`config.mk`:
```
export PLATFORM = sky130hd
export DESIGN_NAME = resp_compactor
export DESIGN_NICKNAME = d
export VERILOG_FILES = /design/src/rtl/rc_pkg.sv /design/src/rtl/rc_align.sv /design/src/rtl/rc_term.sv /design/src/rtl/resp_compactor.sv
export SDC_FILE = /design/constraint.sdc
export NUM_CORES = 1
export LEC_CHECK = 0
export CORE_UTILIZATION = 34
export DETAILED_ROUTE_END_ITERATION = 8
export DONT_BUFFER_PORTS = 1
export GPL_TIMING_DRIVEN = 0
export PLACE_DENSITY_LB_ADDON = 0.1
export REMOVE_ABC_BUFFERS = 1
export SETUP_SLACK_MARGIN = 0.3
export SLEW_MARGIN = 10
export SYNTH_ARGS = -nofsm -noshare
export SYNTH_HDL_FRONTEND = slang
export SYNTH_SLANG_ARGS = --single-unit
```
`constraint.sdc`:
```
create_clock -name clk -period 5.3 [get_ports clk]
set_clock_uncertainty 0.05 [all_clocks]
set_input_delay 1.59 -clock clk [delete_from_list [all_inputs] [get_ports clk]]
set_output_delay 1.59 -clock clk [all_outputs]
set_load 0.02 [all_outputs]
```
`src/rtl/rc_pkg.sv`:
```
package rc_pkg;
    typedef enum logic [1:0] {
        ST_IDLE = 2'd0,
        ST_RUN  = 2'd1,
        ST_HELD = 2'd2
    } rc_state_t;

    localparam logic [1:0] MODE_NONE = 2'b00;
    localparam logic [1:0] MODE_GEN  = 2'b01;
    localparam logic [1:0] MODE_ADC  = 2'b10;
    localparam logic [1:0] MODE_DIFF = 2'b11;
endpackage

```
`src/rtl/rc_align.sv`:
```
module rc_align #(
    parameter int W     = 8,
    parameter int DEPTH = 7,
    parameter int SEL_W = $clog2(DEPTH + 1)
) (
    input  logic             clk,
    input  logic             rst_n,
    input  logic [W-1:0]     din,
    input  logic [SEL_W-1:0] sel,
    output logic [W-1:0]     dout
);
    logic [W-1:0] tap [0:DEPTH];

    assign tap[0] = din;

    for (genvar i = 1; i <= DEPTH; i++) begin : g_stage
        always_ff @(posedge clk or negedge rst_n) begin
            if (!rst_n) tap[i] <= '0;
            else        tap[i] <= tap[i-1];
        end
    end

    assign dout = tap[sel];
endmodule

```
`src/rtl/rc_term.sv`:
```
module rc_term
    import rc_pkg::*;
#(
    parameter int GEN_W  = 8,
    parameter int ADC_W  = 6,
    parameter int DIFF_W = (GEN_W > ADC_W) ? GEN_W : ADC_W
) (
    input  logic [GEN_W-1:0]  gen_al,
    input  logic [ADC_W-1:0]  adc,
    input  logic [1:0]        mode,
    output logic [DIFF_W-1:0] term
);
    logic [DIFF_W-1:0] gen_x;
    logic [DIFF_W-1:0] adc_x;
    logic [DIFF_W-1:0] mag;

    assign gen_x = DIFF_W'(gen_al);
    assign adc_x = DIFF_W'(adc);
    assign mag   = (gen_x >= adc_x) ? (gen_x - adc_x) : (adc_x - gen_x);

    always_comb begin
        unique case (mode)
            MODE_GEN:  term = gen_x;
            MODE_ADC:  term = adc_x;
            MODE_DIFF: term = mag;
            default:   term = '0;
        endcase
    end
endmodule

```
`src/rtl/resp_compactor.sv`:
```
module resp_compactor
    import rc_pkg::*;
#(
    parameter int GEN_W     = 8,
    parameter int ADC_W     = 6,
    parameter int MAX_DLY   = 7,
    parameter int DLY_W     = $clog2(MAX_DLY + 1),
    parameter int DIFF_W    = (GEN_W > ADC_W) ? GEN_W : ADC_W,
    parameter int ACC_W     = (2 * DIFF_W < 16) ? 16 : 2 * DIFF_W
) (
    input  logic             clk,
    input  logic             rst_n,
    input  logic [GEN_W-1:0] gen_word,
    input  logic [ADC_W-1:0] adc_word,
    input  logic [1:0]       mode_sel,
    input  logic             compact_en,
    input  logic             clear,
    input  logic [DLY_W-1:0] align_dly,
    input  logic [ACC_W-1:0] bound_lo,
    input  logic [ACC_W-1:0] bound_hi,
    output logic [ACC_W-1:0] signature,
    output logic             done,
    output logic             pass
);
    rc_state_t         state_q, state_d;
    logic [ACC_W-1:0]  acc_q;
    logic [GEN_W-1:0]  gen_al;
    logic [DIFF_W-1:0] term;
    logic              take;

    rc_align #(.W(GEN_W), .DEPTH(MAX_DLY), .SEL_W(DLY_W)) u_align (
        .clk  (clk),
        .rst_n(rst_n),
        .din  (gen_word),
        .sel  (align_dly),
        .dout (gen_al)
    );

    rc_term #(.GEN_W(GEN_W), .ADC_W(ADC_W), .DIFF_W(DIFF_W)) u_term (
        .gen_al(gen_al),
        .adc   (adc_word),
        .mode  (mode_sel),
        .term  (term)
    );

    // next-state logic
    always_comb begin
        state_d = state_q;
        if (clear) begin
            state_d = ST_IDLE;
        end else begin
            unique case (state_q)
                ST_IDLE: if (compact_en)  state_d = ST_RUN;
                ST_RUN:  if (!compact_en) state_d = ST_HELD;
                ST_HELD: state_d = ST_HELD;
                default: state_d = ST_IDLE;
            endcase
        end
    end

    always_ff @(posedge clk or negedge rst_n) begin
        if (!rst_n) state_q <= ST_IDLE;
        else        state_q <= state_d;
    end

    assign take = compact_en && !clear && (state_q != ST_HELD);

    always_ff @(posedge clk or negedge rst_n) begin
        if (!rst_n)     acc_q <= '0;
        else if (clear) acc_q <= '0;
        else if (take)  acc_q <= acc_q + ACC_W'(term);
    end

    // outputs
    always_comb begin
        signature = acc_q;
        done      = (state_q == ST_HELD);
        pass      = done && (acc_q >= bound_lo) && (acc_q <= bound_hi);
    end

    assert_sum_frozen_R7: assert property (@(posedge clk) disable iff (!rst_n)
        (state_q == ST_HELD && !clear) |=> $stable(signature));

    assert_done_after_window_R7: assert property (@(posedge clk) disable iff (!rst_n)
        $rose(done) |-> !$past(compact_en));

    assert_clear_zeroes_R8: assert property (@(posedge clk) disable iff (!rst_n)
        clear |=> (signature == '0 && !done));

    assert_none_mode_holds_R5: assert property (@(posedge clk) disable iff (!rst_n)
        (mode_sel == MODE_NONE && !clear) |=> $stable(signature));
endmodule

```
# --- Word level (Yosys, flattened, before mapping) ---
# Cells that the tools add are included.
totals:
  regBits: 74
  in_bits: 55
  out_inout_bits: 18
  wordCells: 44
op_classes:
  n_addsub: 3
  n_lt_le_gt_ge: 4
  eq_ne: 8
  n_mux: 11
  bitwise_logic: 1
  n_reduce_logical: 8
op_table:
  columns: ["operator", "n"]
  rows:
  - ["$mux 16", 2]
  - ["$bmux 8 s3", 1]
  - ["$mux 8", 3]
  - ["$pmux 8 s3", 1]
  - ["$add 16x8->16", 1]
  - ["$ge 16x16->1", 1]
  - ["$le 16x16->1", 1]
  - ["$ge 8x6->1", 1]
  - ["$sub 6x8->8", 1]
  - ["$sub 8x6->8", 1]
  - ["$eq 2x2->1 const B", 3]
  - ["$mux 2", 3]
  - ["$ne 3x3->1 const B", 2]
  - ["$pmux 2 s3", 1]
  - ["$eq 2x1->1 const B", 2]
  - ["$ge 4x4->1 const B", 1]
  - ["$logic_and 1x1->1", 4]
  - ["$not 3->4", 1]
  - ["$logic_not 2->1", 1]
  - ["$ne 2x2->1 const B", 1]
  - ["$reduce_and 2->1", 1]
  - ["$reduce_bool 2->1", 1]
  - ["$logic_not 1->1", 1]

# --- Longest topological paths before layout ---
# Gate-level depths: netlist (run 1).
logic_depth:
  ltp_word: 10
  ltp_mapped: 20
  ltp_nobuf: 18

# --- Hierarchy ---
# From an unflattened synthesis (run 1), not the netlist that was laid out.
hier_totals:
  hier_cells: 427
  hier_area_um2: 4685.7
by_module_without_submodules:
  columns: ["mod", "instances", "cells_each", "area_per_inst_um2", "seq_area_each_um2"]
  rows:
  - ["resp_compactor", 1, 246, 1994.4, 450.4]
  - ["rc_align", 1, 85, 1951.9, 1401.3]
  - ["rc_term", 1, 96, 739.5, 0.0]

# --- Least setup slack after synthesis (run 1) ---
# No wires, ideal clock.
synth_timing:
  kind: "input to register"
  start: "in align_dly[0]"
  end: "reg acc_q[12] (netlist: signature[12])"
  setup_time_ns: 0.128
  t_arrival_ns: 6.167
  required_time_ns: 5.122
  setup_slack_ns: -1.044
  path_stages: 20
  path_buffers: 2
  cell_sequence: "buf_6 > buf_2 > mux4_2 > mux2i_1 > ha_1 > inv_1 > fa_1 > a21o_1 > a221oi_2 > nand4_4 > mux2i_1 > xor2_1 > o221ai_1 > ha_1 > a21o_1 > a21oi_1 > nand2b_1 > a21o_1 > o41ai_1 > mux2_1"
synth_via:
  elab_chain_cells: 10
  word_cells_on_any_way: 12
  classes_between: "add/sub: 3; order compare: 1; mux: 7; bitwise: 1"
synth_rtl:
  columns: ["item", "line_no", "text"]
  rows:
  - ["start, declared", "resp_compactor.sv:18", "input logic [DLY_W-1:0] align_dly,"]
  - ["$not 3->4 (implied by the code) (*)", "rc_align.sv:23", "assign dout = tap[sel];"]
  - ["$bmux 8 s3 (*)", "rc_align.sv:23", null]
  - ["$mux 8 (implied by the code) (*) (2 in series)", "rc_align.sv:23", null]
  - ["$sub 6x8->8 (tied with other cells)", "rc_term.sv:19", "assign mag = (gen_x >= adc_x) ? (gen_x - adc_x) : (adc_x - gen_x);"]
  - ["$mux 8", "rc_term.sv:19", null]
  - ["$pmux 8 s3 (*)", "rc_term.sv:22", "unique case (mode)"]
  - ["$add 16x8->16 (*)", "resp_compactor.sv:71", "else if (take) acc_q <= acc_q + ACC_W'(term);"]
  - ["$mux 16 (*)", "resp_compactor.sv:71", null]
  - ["$mux 16 (*)", "resp_compactor.sv:70", "else if (clear) acc_q <= '0;"]
  - ["end signal, assigned", "resp_compactor.sv:71", null]
  - ["end, declared", "resp_compactor.sv:26", "logic [ACC_W-1:0] acc_q;"]
# Every way passes the cells marked *; elsewhere a longest branch is shown, timed or not. The select of a mux whose other input is x is not followed.
# A chain may end at the register's enable or synchronous reset.

# --- Final worst setup path (run 1) ---
# Ends and elaborated chain as after synthesis.

==> results of run 1 <==
==> report_power, final <==
part	total, uW	switching [uW]	internal [uW]
Combinational	524	272	252
Clock	636	225	411
Sequential	666	58.2	608
Total	1830	555	1270
==> final cells by class <==
cell class                      count  share of cell area [%]
Clock buffer                       11                    4.16
Timing Repair Buffer               22                    3.35
Clock inverter                      5                    1.41
Sequential cell                    74                    33.1
Multi-Input combinational cell    297                    50.3
Tap cell                          176                    3.93
Inverter                           56                    3.75
==> kinds of logic after synthesis <==
group	count (synthesis)	share of synthesized area [%]
and+or+nand+nor	96	10.6
buffers and inverters	68	5.83
adders and majority gates	59	16.2
muxes	39	13.3
DFF	74	39.4
AOI/OAI and AO/OA	98	13.8
xor gates and xnor gates	5	0.931
==> timing repair <==
| action | 4_1_cts | 5_1_grt |
|---|---|---|
| endpoints found under the setup margin | 13 | 13 |
| resized for setup | 47 | 13 |
| pin swaps | 33 | 18 |
| buffers inserted | 15 | 7 |
| endpoints found under the hold margin | 0 | 0 |
| hold buffers | 0 | 0 |
==> layer usage <==
layer  vias up  wire [um]  GRT usage, %
met2        53       4900          24.4
met5         -          0             0
li1       1619          -             -
met1      1606       4850          20.3
met3        16        443          4.33
met4         0        193          6.17
==> worst paths after layout <==
check                                        to  slack [ns]
worst max-delay path              signature[12]       -0.12
worst min-delay path            u_align.tap[29]        0.32
worst max register to register    signature[12]        0.78
max in group asynchronous          signature[9]        4.15
min in group asynchronous         signature[12]        0.89
worst min register to register  u_align.tap[29]        0.32
==> registers in the layout, indices dropped and copies added, names as in the netlist <==
signal and cells:
signature 16, state_q 2, u_align.tap 56
==> synth_stat cells (2+ instances only) <==
master | n | share of area (%)
sky130_fd_sc_hd__nand2b_1 | 4 | 0.53
sky130_fd_sc_hd__buf_6 | 2 | 0.48
sky130_fd_sc_hd__o2111a_1 | 2 | 0.48
sky130_fd_sc_hd__o21ai_1 | 9 | 0.96
sky130_fd_sc_hd__a31oi_1 | 3 | 0.40
sky130_fd_sc_hd__mux2_2 | 2 | 0.48
sky130_fd_sc_hd__inv_1 | 54 | 4.3
sky130_fd_sc_hd__a211oi_1 | 3 | 0.48
sky130_fd_sc_hd__mux2i_4 | 2 | 0.96
sky130_fd_sc_hd__fa_1 | 3 | 1.3
sky130_fd_sc_hd__o21ai_0 | 9 | 0.96
sky130_fd_sc_hd__o21bai_1 | 3 | 0.48
sky130_fd_sc_hd__and3_1 | 3 | 0.40
sky130_fd_sc_hd__mux2i_1 | 12 | 2.6
sky130_fd_sc_hd__o221ai_1 | 2 | 0.37
sky130_fd_sc_hd__ha_1 | 56 | 15
sky130_fd_sc_hd__nor2b_1 | 13 | 1.7
sky130_fd_sc_hd__nor3_1 | 4 | 0.43
sky130_fd_sc_hd__and2_1 | 2 | 0.27
sky130_fd_sc_hd__a21o_1 | 16 | 2.6
sky130_fd_sc_hd__a211o_1 | 4 | 0.75
sky130_fd_sc_hd__a21oi_1 | 28 | 3.0
sky130_fd_sc_hd__xnor2_1 | 4 | 0.75
sky130_fd_sc_hd__dfrtp_1 | 74 | 39
sky130_fd_sc_hd__nand3_1 | 8 | 0.85
sky130_fd_sc_hd__nand4_1 | 9 | 1.2
sky130_fd_sc_hd__or2_2 | 2 | 0.27
sky130_fd_sc_hd__o21a_1 | 2 | 0.32
sky130_fd_sc_hd__a22oi_1 | 4 | 0.64
sky130_fd_sc_hd__nor3b_1 | 4 | 0.64
sky130_fd_sc_hd__inv_2 | 2 | 0.16
sky130_fd_sc_hd__nor2_1 | 24 | 1.9
sky130_fd_sc_hd__mux4_2 | 16 | 7.7
sky130_fd_sc_hd__o211ai_1 | 5 | 0.80
sky130_fd_sc_hd__buf_2 | 3 | 0.32
sky130_fd_sc_hd__clkbuf_1 | 7 | 0.56
sky130_fd_sc_hd__mux2_1 | 7 | 1.7
sky130_fd_sc_hd__nand2_1 | 20 | 1.6
==> metrics by stage <==
step / power, uW / setup WS [ns] / utilization, % / instance area, sq um / hold WS, ns
floorplan: 998 / -0.569 / - / 4640 / 0.299
global placement: 1080 / -1.12 / 36.4 / 4860 / 0.302
detailed placement: 1090 / -1.11 / 36.4 / 4860 / 0.307
CTS: 1830 / -0.0294 / 41.0 / 5480 / 0.320
global route: 1940 / -0.282 / 41.9 / 5600 / 0.322
finish: 1830 / -0.124 / 41.9 / 5600 / 0.316
==> flow_metrics.env, run 1 <==
export IMPL_critical_path_class="in2reg"
export IMPL_hold_path_class="reg2reg"
export IMPL_wire_per_inst_um=16.2
export IMPL_total_via_count_after_detailed_routing=3294
export IMPL_mostFrequentLayoutCell="sky130_fd_sc_hd__dfrtp_1"
export IMPL_grt_first_pass_wirelength_um=17200
export IMPL_hold_path_startpoint="u_align.tap[37]"
export IMPL_violated_checks="negative setup slack"
export IMPL_placeableCoreArea_sq_um=13300
export IMPL_max_slew_margin_rel_pct=29.8
export IMPL_avgViaCountPerCell=5.14
export IMPL_launching_element_type_of_the_critical_path="input pin"
export IMPL_cts_tree="done"
export IMPL_antenna_left=0
export IMPL_layout_filler_cells=1298
export IMPL_holdPathStages=0
export IMPL_clock_sink_count=74
export IMPL_worst_slack_ns=-0.124
export IMPL_latest_clock_arrival_within_the_worst_skew_pair_ns=0.34
export IMPL_worstPathBufferInverterCount=3
export IMPL_seq_area_frac_synth_pct=39.4
export IMPL_finalSetupTns_ns=-0.715
export IMPL_synthCells=439
export IMPL_detailed_place_hpwl_um=7580
export IMPL_timing_critical_path_arrival_ns=5.59
export IMPL_critPathMaxFanout=15
export IMPL_most_common_layout_cells="sky130_fd_sc_hd__dfrtp_1, sky130_fd_sc_hd__inv_1, sky130_fd_sc_hd__ha_1, sky130_fd_sc_hd__nor2_1, sky130_fd_sc_hd__a21oi_1"
export IMPL_crit_path_top_delay_cell="sky130_fd_sc_hd__mux4_2"
export IMPL_rsz_0062_raised_after_global_routing="yes"
export IMPL_synth_warning_count=0
export IMPL_finalHoldViolCount=0
export IMPL_synthArstFlopShare_pct=100
export IMPL_drt_pass1_iterations=4
export IMPL_critical_path_most_common_cell="sky130_fd_sc_hd__mux2i_1"
export IMPL_gp_routability_congestion=0.787
export IMPL_cts_root_buffer="sky130_fd_sc_hd__clkbuf_16"
export IMPL_die_h_um=120
export IMPL_multiInputGateArea_sq_um=2820
export IMPL_power_density_nw_per_um2=326
export IMPL_cts_buffer_depth=2
export IMPL_grt_remaining_overflow=0
export IMPL_cap_viol_max_count=0
export IMPL_netlist_cell_type_count=50
export IMPL_fp_dieArea_sq_um=14300
export IMPL_critPathCaptureType="flop"
export IMPL_worst_slew_pin_slew_ns=1.05
export IMPL_synthesis_area_per_instance_sq_um=10.7
export IMPL_worst_setup_path_startpoint="align_dly[0]"
export IMPL_rows=42
export IMPL_register_area_sq_um=1850
export IMPL_power_leakage_uw=0.00263
export IMPL_fin_crit_sh_pct=102
export IMPL_grt_start_max_net_pins=75
export IMPL_initialDrtViolationCount=103
export IMPL_vdd_ir_drop_max_v=0.000184
export IMPL_postRouteWirelength_um=10400
export IMPL_numPortBuffers=0
export IMPL_worst_path_dominant_cell_family="multiplexers"
export IMPL_synth_seq_cells=74
export IMPL_synth_main_ff_cell="sky130_fd_sc_hd__dfrtp_1"
export IMPL_cp_required_ns=5.47
export IMPL_area_growth_pct=19.1
export IMPL_finalWorstPathRequiredPeriod_ns=5.42
export IMPL_worst_setup_hold_path_clk_slew_ns=0.05
export IMPL_run_status="complete, but fails checks"
export IMPL_layout_drive_gt1_share_pct=22.2
export IMPL_instances_no_fill=641
export IMPL_crit_reg2reg_launch="u_align.tap[32]"
export IMPL_clock_tree_htree_level_count=3
export IMPL_netlist_area_sq_um=4700
export IMPL_crit_path_max_incr_delay_ns=0.49
export IMPL_vias_in_the_first_global_route=3397
export IMPL_cts_buffers_inserted=9
export IMPL_drv_slew=0
export IMPL_all_layer_gr_usage_pct=15.6
export IMPL_setup_viol_count_final=8
export IMPL_initial_utilization_pct=35.2
export IMPL_antenna_cells=0
export IMPL_die_w_um=120
export IMPL_detail_route_drc_violations=0
export IMPL_register_to_register_path_depth=19
export IMPL_design_final_nets=574
export IMPL_io_pins=73
export IMPL_post_synth_edffs=0
export IMPL_dp_cells=603
export IMPL_fmaxAchievable_mhz=184
export IMPL_path_depth=19
export IMPL_grt_antenna_before_repair=0
export IMPL_crit_path_cell_trace="mux4_2 > mux2i_2 > ha_2 > inv_2 > fa_2 > a21o_1 > a221oi_4 > buf_4 > buf_6 > nand3_4 > mux2i_1 > a211oi_2 > mux2i_1 > ha_1 > nand2_2 > nor2_4 > o21ai_0 > o41ai_2 > mux2_1"
Power figures use the tool's default switching activity.
==> run 2, diff against run 1 <==
--- a/config.mk
+++ b/config.mk
@@ -5,7 +5,9 @@
 export SDC_FILE = /design/constraint.sdc
 export NUM_CORES = 1
 export LEC_CHECK = 0
+export CORE_ASPECT_RATIO = 1.1
 export CORE_UTILIZATION = 34
+export CTS_CLUSTER_DIAMETER = 150
 export DETAILED_ROUTE_END_ITERATION = 8
 export DONT_BUFFER_PORTS = 1
 export GPL_TIMING_DRIVEN = 0
==> run 2 against run 1 <==
Global-route usage fell by 0.48 points. Power down 0.66%. Largest power group unchanged. Critical path depth shrank 1. Combinational power decreased by 4%. The run still ends with negative setup slack left. Highest routed layer unchanged. Wire length decreased by 3.2%.
==> flow_metrics.env, run 2 (synthesized netlist as in run 1, its figures left out) <==
export IMPL_run_status="complete, but fails checks"
export IMPL_violated_checks="negative setup slack"
export IMPL_critPathMaxFanout=15
export IMPL_cts_buffers_inserted=9
export IMPL_most_common_layout_cells="sky130_fd_sc_hd__dfrtp_1, sky130_fd_sc_hd__inv_1, sky130_fd_sc_hd__ha_1, sky130_fd_sc_hd__nor2_1, sky130_fd_sc_hd__a21oi_1"
export IMPL_finalSetupTns_ns=-0.855
export IMPL_power_density_nw_per_um2=329
export IMPL_worst_slew_pin_slew_ns=1.02
export IMPL_finalWorstPathRequiredPeriod_ns=5.44
export IMPL_setup_viol_count_final=10
export IMPL_antenna_left=0
export IMPL_place_worst_setup_slack_ns=-1.08
export IMPL_fin_crit_sh_pct=103
export IMPL_die_h_um=125
export IMPL_finalHoldViolCount=0
export IMPL_register_to_register_path_depth=18
export IMPL_fmaxAchievable_mhz=184
export IMPL_max_slew_margin_rel_pct=31.6
export IMPL_die_w_um=114
export IMPL_initial_utilization_pct=35.3
export IMPL_critical_path_class="in2reg"
export IMPL_largest_register="u_align.tap"
export IMPL_postRouteWirelength_um=10100
export IMPL_max_reg_flops=56
export IMPL_wire_per_inst_um=15.6
export IMPL_post_layout_total_power_uw=1810
export IMPL_design_final_nets=571
export IMPL_hold_ws_ns=0.320
export IMPL_latest_clock_arrival_within_the_worst_skew_pair_ns=0.33
export IMPL_worstPathBufferInverterCount=1
export IMPL_fin_area_sq_um=5510
export IMPL_detail_route_drc_violations=0
export IMPL_clock_sink_count=74
export IMPL_antenna_cells=0
export IMPL_placeableCoreArea_sq_um=13300
export IMPL_holdBufCountCts=0
export IMPL_worst_slack_ns=-0.142
export IMPL_rsz_0062_raised_after_global_routing="yes"
export IMPL_io_pins=73
export IMPL_cts_root_buffer="sky130_fd_sc_hd__clkbuf_16"
export IMPL_mostFrequentLayoutCell="sky130_fd_sc_hd__dfrtp_1"
export IMPL_crit_path_top_delay_cell="sky130_fd_sc_hd__mux4_2"
export IMPL_total_via_count_after_detailed_routing=3225
export IMPL_detailed_place_hpwl_um=7370
export IMPL_avgViaCountPerCell=5.00
export IMPL_layout_filler_cells=1296
export IMPL_vias_in_the_first_global_route=3467
export IMPL_cts_tree="done"
export IMPL_drv_slew=0
export IMPL_layout_drive_gt1_share_pct=21.3
export IMPL_grt_remaining_overflow=0
export IMPL_all_layer_gr_usage_pct=15.1
export IMPL_cap_viol_max_count=0
export IMPL_worst_path_dominant_cell_family="compound AO/OA/AOI/OAI gates"
export IMPL_fp_dieArea_sq_um=14300
export IMPL_rows=44
export IMPL_power_leakage_uw=0.00260
export IMPL_gp_routability_congestion=0.836
export IMPL_worst_setup_hold_path_clk_slew_ns=0.06
export IMPL_critPathCaptureType="flop"
export IMPL_grt_antenna_before_repair=0
export IMPL_launching_element_type_of_the_critical_path="input pin"
export IMPL_timing_critical_path_arrival_ns=5.61
export IMPL_crit_path_max_incr_delay_ns=0.49
export IMPL_area_growth_pct=17.3
export IMPL_vdd_ir_drop_max_v=0.000236
export IMPL_numPortBuffers=0
export IMPL_grt_first_pass_wirelength_um=16800
export IMPL_drt_pass1_iterations=4
export IMPL_post_dp_cell_area_sq_um=4870
export IMPL_path_depth=18
export IMPL_crit_path_cell_trace="mux4_2 > mux2i_2 > ha_2 > inv_2 > fa_2 > a21o_1 > a221oi_4 > nand4_4 > mux2i_1 > xor2_1 > o221ai_2 > ha_1 > a21o_1 > a21oi_2 > nand2b_4 > a211o_1 > a21oi_2 > mux2_4"
export IMPL_holdPathStages=0
export IMPL_hold_path_class="reg2reg"
export IMPL_initialDrtViolationCount=166
export IMPL_cts_buffer_depth=2
export IMPL_grt_start_max_net_pins=75
export IMPL_clock_tree_htree_level_count=3
export IMPL_cp_required_ns=5.47
==> run 2: power by group <==
part           internal [uW]  switching (uW)  total (uW)
Sequential               607            60.5         668
Clock                    411             231         641
Combinational            244             261         505
==> run 2: metrics by stage <==
step	util (%)	std cells
floorplan	-	427
global placement	36.5	611
detailed placement	36.5	611
CTS	40.7	641
global route	41.4	645
finish	41.4	645
==> run 2: final cells by class <==
cell class	instances	area, sq um	area share (%)
inverters	56	210	3.81
clock inverters	6	90.1	1.63
multi-input cells	297	2760	50.0
clock buffers	9	225	4.08
well taps	184	230	4.18
repair buffers	19	150	2.72
flip-flops and latches	74	1850	33.6
==> run 2: layer usage <==
metal | track usage, % | vias to the layer above | wire length [um]
met3 | 4.27 | 11 | 513
met1 | 18.7 | 1544 | 4560
met4 | 5.35 | 0 | 167
li1 | - | 1598 | -
met5 | 0 | - | 0
met2 | 25.0 | 72 | 4810
==> run 2: final timing paths <==
| check | startpoint | to | slack [ns] |
|---|---|---|---|
| min in group asynchronous | rst_n | u_align.tap[40] | 0.90 |
| max in group asynchronous | rst_n | signature[12] | 4.18 |
| min | u_align.tap[40] | u_align.tap[32] | 0.32 |
| max reg2reg | u_align.tap[8] | signature[10] | 0.75 |
| max | align_dly[0] | signature[10] | -0.14 |
| min reg2reg | u_align.tap[40] | u_align.tap[32] | 0.32 |
==> run 2: worst register-to-register path: cells and delay by family (launching register included) <==
family / cells / cell delay (ns)
buf+inv: 1 / 0.04
simple gates: 2 / 0.32
fa+ha+maj: 3 / 0.88
compound gates: 7 / 1.36
mux: 4 / 1.22
flops: 1 / 0.39
xor+xnor: 1 / 0.19
==> run 2: timing repair <==
action / 4_1_cts / 5_1_grt
setup endpoints to repair: 13 / 13
buffers inserted: 15 / 4
pin swaps: 26 / 16
gates resized for setup: 30 / 15
hold endpoints to repair: 0 / 0
